## src/rtl/edac_pkg.sv

```systemverilog
package edac_pkg;
  localparam int DATA_W  = 32;
  localparam int CHK_W   = 7;
  localparam int BYTE_W  = 8;
  localparam int N_BYTES = DATA_W / BYTE_W;
  localparam int COL_WT  = 3;
  localparam int OP_W    = 2;
  // Stored-inverted check bits: keeps all-0 and all-1 words off the code.
  localparam logic [CHK_W-1:0] CHK_INV = 7'b0001100;

  typedef enum logic [OP_W-1:0] {
    OP_ENCODE  = 2'b00,
    OP_CORRECT = 2'b01,
    OP_MERGE   = 2'b10,
    OP_DIAG    = 2'b11
  } edac_op_e;

  // Column of data bit idx: idx-th smallest CHK_W-bit value of weight COL_WT.
  function automatic logic [CHK_W-1:0] h_col(input int idx);
    logic [CHK_W-1:0] res;
    logic [CHK_W-1:0] cand;
    int seen;
    res  = '0;
    seen = 0;
    for (int v = 0; v < (1 << CHK_W); v++) begin
      cand = CHK_W'(v);
      if ($countones(cand) == COL_WT) begin
        if (seen == idx) res = cand;
        seen++;
      end
    end
    return res;
  endfunction

  // Data bits that feed parity row r.
  function automatic logic [DATA_W-1:0] row_mask(input int r);
    logic [DATA_W-1:0] m;
    logic [CHK_W-1:0]  c;
    m = '0;
    for (int j = 0; j < DATA_W; j++) begin
      c = h_col(j);
      m[j] = c[r];
    end
    return m;
  endfunction
endpackage

```

## src/rtl/edac_parity.sv

```systemverilog
module edac_parity
  import edac_pkg::*;
#(
  parameter bit APPLY_INV = 1'b1
) (
  input  logic [DATA_W-1:0] data,
  output logic [CHK_W-1:0]  chk
);
  localparam logic [CHK_W-1:0] INV = APPLY_INV ? CHK_INV : '0;

  logic [CHK_W-1:0] par;

  for (genvar r = 0; r < CHK_W; r++) begin : g_row
    localparam logic [DATA_W-1:0] RMASK = row_mask(r);
    assign par[r] = ^(data & RMASK);
  end

  assign chk = par ^ INV;
endmodule

```

## src/rtl/edac_decode.sv

```systemverilog
module edac_decode
  import edac_pkg::*;
(
  input  logic              clk,
  input  logic              rst,
  input  logic [DATA_W-1:0] data,
  input  logic [CHK_W-1:0]  check,
  output logic [CHK_W-1:0]  syn,
  output logic [DATA_W-1:0] corr,
  output logic              single_hit,
  output logic              double_hit
);
  logic [CHK_W-1:0]  regen;
  logic [DATA_W-1:0] flip;
  logic              chk_hit;

  edac_parity #(.APPLY_INV(1'b1)) u_regen (
    .data (data),
    .chk  (regen)
  );

  // Inversion cancels: both sides carry the same mask.
  assign syn = regen ^ check;

  for (genvar j = 0; j < DATA_W; j++) begin : g_flip
    localparam logic [CHK_W-1:0] COL = h_col(j);
    assign flip[j] = (syn == COL);
  end

  assign chk_hit    = $onehot(syn);
  assign single_hit = (|flip) | chk_hit;
  assign double_hit = (syn != '0) && !single_hit;
  assign corr       = data ^ flip;

  // at most one data bit is ever repaired
  assert_one_flip_R5: assert property (@(posedge clk) disable iff (rst)
    $onehot0(flip));

  // a check-bit hit never also repairs data
  assert_chk_no_flip_R6: assert property (@(posedge clk) disable iff (rst)
    chk_hit |-> (corr == data));
endmodule

```

## src/rtl/edac_merge.sv

```systemverilog
module edac_merge
  import edac_pkg::*;
(
  input  logic [DATA_W-1:0]  rd_word,
  input  logic [DATA_W-1:0]  wr_word,
  input  logic [N_BYTES-1:0] sel,
  output logic [DATA_W-1:0]  merged
);
  for (genvar k = 0; k < N_BYTES; k++) begin : g_byte
    assign merged[k*BYTE_W +: BYTE_W] =
      sel[k] ? wr_word[k*BYTE_W +: BYTE_W] : rd_word[k*BYTE_W +: BYTE_W];
  end
endmodule

```

## src/rtl/edac32_top.sv

```systemverilog
module edac32_top
  import edac_pkg::*;
(
  input  logic                clk,
  input  logic                rst,
  input  logic                load,
  input  logic [OP_W-1:0]     op,
  input  logic [DATA_W-1:0]   data_in,
  input  logic [CHK_W-1:0]    check_in,
  input  logic [DATA_W-1:0]   merge_data,
  input  logic [N_BYTES-1:0]  byte_sel,
  output logic [DATA_W-1:0]   data_out,
  output logic [CHK_W-1:0]    check_out,
  output logic [CHK_W-1:0]    syndrome,
  output logic                single_err,
  output logic                double_err
);
  edac_op_e           op_q;
  logic [DATA_W-1:0]  data_q;
  logic [CHK_W-1:0]   check_q;
  logic [DATA_W-1:0]  wdata_q;
  logic [N_BYTES-1:0] sel_q;

  logic [CHK_W-1:0]   dec_syn;
  logic [DATA_W-1:0]  dec_corr;
  logic               dec_single;
  logic               dec_double;
  logic [DATA_W-1:0]  merged;
  logic [DATA_W-1:0]  data_nx;
  logic [CHK_W-1:0]   enc_nx;
  logic [CHK_W-1:0]   check_nx;
  logic [CHK_W-1:0]   syn_nx;
  logic               single_nx;
  logic               double_nx;

  // Input capture register
  always_ff @(posedge clk) begin
    if (rst) begin
      op_q    <= OP_ENCODE;
      data_q  <= '0;
      check_q <= '0;
      wdata_q <= '0;
      sel_q   <= '0;
    end else if (load) begin
      op_q    <= edac_op_e'(op);
      data_q  <= data_in;
      check_q <= check_in;
      wdata_q <= merge_data;
      sel_q   <= byte_sel;
    end
  end

  edac_decode u_dec (
    .clk        (clk),
    .rst        (rst),
    .data       (data_q),
    .check      (check_q),
    .syn        (dec_syn),
    .corr       (dec_corr),
    .single_hit (dec_single),
    .double_hit (dec_double)
  );

  edac_merge u_merge (
    .rd_word (dec_corr),
    .wr_word (wdata_q),
    .sel     (sel_q),
    .merged  (merged)
  );

  always_comb begin
    data_nx   = data_q;
    syn_nx    = '0;
    single_nx = 1'b0;
    double_nx = 1'b0;
    unique case (op_q)
      OP_ENCODE: data_nx = data_q;
      OP_CORRECT: begin
        data_nx   = dec_corr;
        syn_nx    = dec_syn;
        single_nx = dec_single;
        double_nx = dec_double;
      end
      OP_MERGE: begin
        data_nx   = merged;
        syn_nx    = dec_syn;
        single_nx = dec_single;
        double_nx = dec_double;
      end
      OP_DIAG: data_nx = data_q;
      default: data_nx = data_q;
    endcase
  end

  edac_parity #(.APPLY_INV(1'b1)) u_enc (
    .data (data_nx),
    .chk  (enc_nx)
  );

  assign check_nx = (op_q == OP_DIAG) ? check_q : enc_nx;

  // Registered outputs
  always_ff @(posedge clk) begin
    if (rst) begin
      data_out   <= '0;
      check_out  <= '0;
      syndrome   <= '0;
      single_err <= 1'b0;
      double_err <= 1'b0;
    end else begin
      data_out   <= data_nx;
      check_out  <= check_nx;
      syndrome   <= syn_nx;
      single_err <= single_nx;
      double_err <= double_nx;
    end
  end

  // reset clears all outputs
  assert_reset_clear_R1: assert property (@(posedge clk)
    rst |=> (data_out == '0 && check_out == '0 && syndrome == '0 &&
             !single_err && !double_err));

  // flags mutually exclusive
  assert_flags_excl_R9: assert property (@(posedge clk) disable iff (rst)
    !(single_err && double_err));

  // diagnostic passes captured bits unchanged
  assert_diag_pass_R11: assert property (@(posedge clk) disable iff (rst)
    (op_q == OP_DIAG) |=> (data_out == $past(data_q) &&
                           check_out == $past(check_q) &&
                           !single_err && !double_err));

  // uncorrectable word leaves data untouched
  assert_double_keep_R7: assert property (@(posedge clk) disable iff (rst)
    (op_q == OP_CORRECT && dec_double) |=>
      (double_err && data_out == $past(data_q)));

  // correction changes at most one bit
  assert_one_bit_R5: assert property (@(posedge clk) disable iff (rst)
    (op_q == OP_CORRECT) |=> ($countones(data_out ^ $past(data_q)) <= 1));

  // encode mode keeps data and raises no flag
  assert_encode_quiet_R3: assert property (@(posedge clk) disable iff (rst)
    (op_q == OP_ENCODE) |=> (data_out == $past(data_q) && syndrome == '0 &&
                             !single_err && !double_err));

  // selected bytes come from merge data
  for (genvar k = 0; k < N_BYTES; k++) begin : g_merge_chk
    assert_merge_byte_R10: assert property (@(posedge clk) disable iff (rst)
      (op_q == OP_MERGE && sel_q[k]) |=>
        (data_out[k*BYTE_W +: BYTE_W] == $past(wdata_q[k*BYTE_W +: BYTE_W])));
  end
endmodule

```

## config.mk

```make
export PLATFORM = sky130hd
export DESIGN_NAME = edac32_top
export DESIGN_NICKNAME = d
export VERILOG_FILES = /design/src/rtl/edac_pkg.sv /design/src/rtl/edac_parity.sv /design/src/rtl/edac_decode.sv /design/src/rtl/edac_merge.sv /design/src/rtl/edac32_top.sv
export SDC_FILE = /design/constraint.sdc
export NUM_CORES = 1
export LEC_CHECK = 0
export BUFFER_PORTS_ARGS = -buffer_cell sky130_fd_sc_hd__clkbuf_2
export CAP_MARGIN = 0
export CORE_MARGIN = 2
export CORE_UTILIZATION = 55
export CTS_BUF_LIST = sky130_fd_sc_hd__clkbuf_16
export DETAILED_ROUTE_END_ITERATION = 8
export PLACE_DENSITY = 0.88
export SYNTH_ARGS = -nofsm -noshare
export SYNTH_HDL_FRONTEND = slang
export SYNTH_SLANG_ARGS = --single-unit
```

## constraint.sdc

```tcl
create_clock -name clk -period 4.5 [get_ports clk]
set_clock_uncertainty 0.05 [all_clocks]
set_input_delay 0 -clock clk [delete_from_list [all_inputs] [get_ports clk]]
set_output_delay 0 -clock clk [all_outputs]
set_load 0.02 [all_outputs]
```

# After elaboration in Yosys (flattened, before gate mapping)
# Cells that the tools add are included.
# totals
in_bits,80
ff_bits,125
elab_cells,86
# op_classes
eq_ne,36
n_mux,6
n_reduce_logical,22
add_sub_neg,6
bitwise_logic,6
# op_table
op,count
parity 32 bit,14
case mux 32 bit (3 select lines),1
== test 7 bit (second input constant),12
== test 7 x 6 -> 1 bit (second input constant),10
== test 7 x 5 -> 1 bit (second input constant),6
2-to-1 mux 8 bit,4
OR reduction 32 bit,1
XOR 32 bit,1
== test 7 x 4 -> 1 bit (second input constant),3
== test 7 x 3 -> 1 bit (second input constant),1
2-to-1 mux 7 bit,1
nonzero test 7 bit,1
XOR 7 bit,1
adder 1 x 1 -> 2 bit,3
adder 3 bit,2
OR reduction 2 bit,3
== test 2 bit (second input constant),2
NOT 2 bit,2
adder 3 x 1 -> 3 bit,1
== test 3 x 1 -> 1 bit (second input constant),1
== test 2 x 1 -> 1 bit (second input constant),1
logical NOT 2 bit,1
logical AND 1 bit,1
logical NOT 1 bit,1
2 further kinds,2

# Logic depth before layout (Yosys ltp)
# logic_depth
word_depth,10
mapped_depth,18
mapped_depth_nobuf,16

# Modules after synthesis
# From an unflattened synthesis, not the netlist that was laid out.
# unflattened
hier_cells,765
area_unflattened_um2,7837.5
# modules_own_cells
module,cells_each,n_inst,area_each_um2,seq_area_each_um2
edac32_top,473,1,4870.9,2502.4
edac_parity,54,2,685.7,0.0
edac_decode,148,1,1069.8,0.0
edac_merge,36,1,525.5,0.0

# Least setup slack after synthesis
# Ideal clock, no wire load.
# synth_timing
path_kind,register to register
from,reg data_q[11]
to,reg check_out[0]
slack_ps,471
path_buffers,2
path_stages_with_launch,17
arrival_time_ps,3900
required_ps,4371
path_cell_list,dfxtp_1 clkbuf_1 xor2_1 xnor2_1 xnor2_1 xnor2_1 xnor2_1 inv_1 ha_1 clkbuf_1 nand3_1 o21a_1 o31ai_1 xnor3_1 xnor3_1 or4_1 o211ai_1
# synth_rtl
item,line_no,rtl
from (decl),edac32_top.sv:19,logic [DATA_W-1:0] data_q;
from (signal assigned),edac32_top.sv:46,data_q <= data_in;
parity 32 bit (*),edac_parity.sv:15,assign par[r] = ^(data & RMASK);
XOR 7 bit (*),edac_decode.sv:23,assign syn = regen ^ check;
net dec_syn[0],edac32_top.sv:24,logic [CHK_W-1:0] dec_syn;
== test 7 x 3 -> 1 bit (tied with other cells),edac_decode.sv:27,assign flip[j] = (syn == COL);
XOR 32 bit (*),edac_decode.sv:33,assign corr = data ^ flip;
2-to-1 mux 8 bit,edac_merge.sv:11,sel[k] ? wr_word[k*BYTE_W +: BYTE_W] : rd_word[k*BYTE_W +: BYTE_W];
case mux 32 bit (3 select lines) (*),edac32_top.sv:76,unique case (op_q)
parity 32 bit (*),edac_parity.sv:15,
2-to-1 mux 7 bit (*),edac32_top.sv:100,assign check_nx = (op_q == OP_DIAG) ? check_q : enc_nx;
to (signal assigned),edac32_top.sv:112,check_out <= check_nx;
to (decl),edac32_top.sv:13,"output logic [CHK_W-1:0] check_out,"
# Mark *: on every way through the listed nets, which the timed path passes. The rest lies on a longest branch.
# A chain may end at the register's enable or synchronous reset.

# Worst setup path after layout
# layout_timing
from,reg data_q[2]
to,reg check_out[0]
# layout_between
elab_chain_len,9
# layout_lines
item,line_no
parity 32 bit,edac_parity.sv:15
NOT 2 bit (no line),-
XOR 7 bit,edac_decode.sv:23
== test 7 x 3 -> 1 bit (tied with other cells),edac_decode.sv:27
XOR 32 bit,edac_decode.sv:33
2-to-1 mux 8 bit,edac_merge.sv:11
case mux 32 bit (3 select lines) (*),edac32_top.sv:76
parity 32 bit (*),edac_parity.sv:15
2-to-1 mux 7 bit (*),edac32_top.sv:100
# Mark *: on every way between the ends. The rest lies on a longest branch, timed or not.

==> impl_metrics.toml <==
[timing]
fmax_mhz = 227.1
tightest_slew_ps = 1254
rsz0062_at_grt = "no"
hold_viol = 0
post-route-min-period_ps = 4403
relSlewSlack_pct = 16.42
final.setup.tns_ps = 0
whs_ps = 118.1
fin_crit_sh_pct = 97.84
maxSlewViolCount = 0
setup_viol = 0

[logic_synthesis]
synthXorXnorAreaFrac_pct = 17.28
synth-simple-area-share_pct = 16.38
synth_top_family_by_area = "XOR/XNOR gates"
synth.net_count = 1010
synthArstFlopShare_pct = 0
yosysUniqueCellTypes = 61
synth_area_per_cell_um2 = 8.562
synth_mux_area_share_pct = 11.42
synth-compound-area-share_pct = 13.62
synth_adder_area_share_pct = 3.337
synth_cells = 911
synth.yosys.seq_area_share_pct = 32.08
ys.flop_type = "dfxtp_1"
synth_seq_cells = 125
yosysWarningCount = 0
syn_area_um2 = 7800
synth_edf_count = 0

[routing]
wl_per_cell_um = 21.96
avgViaCountPerCell = 6.011
drt_iter0_markers = 1002
vias = 7929
firstDrtPassIters = 7
post-route-drc-count = 0
postRouteAntennaNets = 0
wirelength_um = 28970

[setup_path]
cp-end-kind = "flop"
r2r_start = "data_q[2]$_SDFFE_PP0P_"
startpoint = "data_q[2]$_SDFFE_PP0P_"
critPathKind = "reg -> reg"
crit_fanout = 5
worstPathRequired_ps = 4800
crit_arrival_ps = 4700
crit_path_start_kind = "flop"

[grt]
grt_pass1_vias = 7792
grt_max_degree = 80
grt_pass1_wl_um = 43590
antenna_found_initial = 0
grt_usage_pct = 38.80
grt_overflow = 0

[pwr]
clkPwrFrac_pct = 22.0
peakVddDrop_mv = 0.3084
leakage_nw = 4.605
power_switching_w = 0.002315
pwr-share-seq_pct = 23.4
power.density_nw_per_um2 = 540.6
comb_power_share_pct = 54.6
internal_power_w = 0.003227
swShare_pct = 41.77

[die]
initial_utilization_pct = 56.19
rows = 43
fp.dieArea_um2 = 15150
core-area_um2 = 13880
die_x_um = 123.1
io_pins = 128
die_h_um = 123.1

[outcome]
outcome = "finished clean"

[clock_network]
cts.sinks = 125
clk_pin_slew_worst_paths_ps = 60
postCtsSetupBuffers = 0
cts_tree = "yes"
insertion_delay_ps = 420
h-tree-depth = 4
root_buffer = "clkbuf_16"
clockBufferDepth = 2
cts_made_buffers = 17

[finish]
diodes = 0
layout-drive-gt1-share_pct = 22.21
syn2layout_area_growth_pct = 31.44
layout.nets = 1227

[worst_hold_path]
min_from = "rst"
min_path_type = "in -> reg"

[flow_run]
max_cap_violations = 0

[place]
portBuffers = 127
globalplace.congestion = 1.042
dpl.hpwl_um = 19830
-- cell usage after synthesis, types with 3 or more instances --
cell type  number  area (µm²)
nor2b_1         4       25.02
a211oi_1        5       37.54
xnor2_1        98       858.3
nor4_1         19       118.9
or2_2           5       31.28
mux2i_1        89       890.9
o31ai_1         4       30.03
nand2b_1       31       193.9
buf_2           4       20.02
nor3_1          5       25.02
ha_1           16       200.2
nand4_1         3       18.77
nor2_1        158       593.1
a221oi_1        3       26.28
nor4b_1         4       35.03
a221o_1         8       80.08
inv_1          29       108.9
nand2_1        38       142.6
fa_1            3       60.06
nand3_1         4       20.02
dfxtp_1       125        2502
clkbuf_1       66       247.7
a22oi_1        13       97.59
o31ai_2         3       37.54
a32oi_1         7       61.31
a21oi_1        51       255.2
buf_1          12       45.04
and2_1          5       31.28
o31a_1          8       70.07
o21ai_0        12       60.06
xnor3_1        14       315.3
a311oi_1       13       113.9
xor2_1         18       157.7
-- path summary, 6_finish.rpt --
| path | endpoint | slack [ps] | depth (start not counted) |
|---|---|---|---|
| max | check_out[0]$_SDFF_PP0_ | 100 | 14 |
| max reg2reg | check_out[0]$_SDFF_PP0_ | 100 | 14 |
| min reg2reg | wdata_q[12]$_SDFFE_PP0P_ | 450 | 2 |
| min | data_q[25]$_SDFFE_PP0P_ | 120 | 2 |
-- metal layers --
metal | part of all wire [%] | global-route usage (%) | wire [µm] | vias to the layer above
met4 | 5.5 | 22.16 | 1601 | 0
met5 | 0 | 0 | 0 | -
met2 | 45 | 61.43 | 13180 | 570
met1 | 38 | 48.41 | 11000 | 3694
li1 | - | - | - | 3531
met3 | 11 | 9.179 | 3188 | 134
-- sequential cells by signal, indices dropped and copies added (netlist names) --
signal / flops
check_out: 7
check_q: 7
data_out: 32
data_q: 32
double_err: 1
op_q: 2
sel_q: 4
single_err: 1
syndrome: 7
wdata_q: 32
-- worst max-delay path: stages, from the launching register on --
cell      delay, ps
dfxtp_1         500
xnor2_1         200
xnor2_1         290
xnor2_1         180
xnor2_1         100
xnor2_1         350
ha_1            370
and2_1          250
nand2_1         120
or3_1           340
a31oi_1         320
xnor3_1         330
xnor3_1         360
or4_1           470
o211ai_1        100
-- power groups by stage --
stage / logic (W) / registers, W / clock network, W
final: 0.00303 / 0.00130 / 0.00122
after detailed placement: 0.00282 / 0.00131 / 0
after global routing: 0.00322 / 0.00130 / 0.00127
after CTS: 0.00289 / 0.00129 / 0.00121
after global placement: 0.00279 / 0.00131 / 0
after floorplan: 0.00183 / 0.00134 / 0
-- cell families after synthesis --
family                     count (synthesis)
xor gates and xnor gates                 131
AOI/OAI and AO/OA                        148
and+or+nand+nor                          282
DFF                                      125
muxes                                     89
adders and majority gates                 19
buffers and inverters                    117
-- per-stage QoR --
step | total power [W] | setup WS (ps) | std cells | utilization, % | cell area [µm²]
after CTS | 0.005398 | 49.89 | 1319 | 73.58 | 10210
after floorplan | 0.003172 | 470.6 | 911 | - | 7800
after detailed placement | 0.004131 | 58.51 | 1212 | 64.33 | 8930
final | 0.005542 | 97.13 | 1319 | 73.86 | 10250
after global routing | 0.005787 | 6.664 | 1319 | 73.86 | 10250
after global placement | 0.004098 | 102.9 | 1212 | 64.33 | 8930
-- area by class of cell --
| class | instances | area (µm²) |
|---|---|---|
| multi-input combinational | 669 | 4883 |
| sequential | 125 | 2502 |
| clock buffer | 17 | 425.4 |
| timing repair buffer | 283 | 2004 |
| tap | 180 | 225.2 |
| fill | 966 | 3628 |
| clock inverter | 13 | 87.58 |
| inverter | 32 | 123.9 |
-- cell usage in the layout (no fill, tap or decap), types with 3 or more instances in the layout --
cell type / n
clkinv_2: 4
dlygate4sd3_1: 77
or2_2: 5
clkinv_1: 4
nor3_1: 5
xor2_1: 17
a32oi_1: 7
dfxtp_1: 125
clkbuf_2: 125
xnor2_1: 96
nor2_1: 158
o21ai_0: 12
a22oi_1: 13
nand2b_1: 31
clkinvlp_4: 3
ha_1: 11
ha_2: 4
mux2i_1: 89
nand4_1: 3
fa_1: 3
buf_4: 81
nor4b_1: 4
a211oi_1: 5
o31a_1: 8
xnor3_1: 14
inv_1: 32
a311oi_1: 13
nor4_1: 19
and2_1: 5
xnor2_2: 3
a21oi_1: 51
nor2b_1: 4
a221oi_1: 3
a221o_1: 8
o31ai_2: 3
nand2_1: 38
o31ai_1: 4
nand3_1: 4
clkbuf_16: 17
-- timing repair --
item / CTS / global route
hold endpoints to repair: 77 / 0
hold buffers: 77 / 0
setup endpoints to repair: 0 / 7
gates resized for setup: 0 / 8
Note: power is estimated with default switching activity, not from simulation.
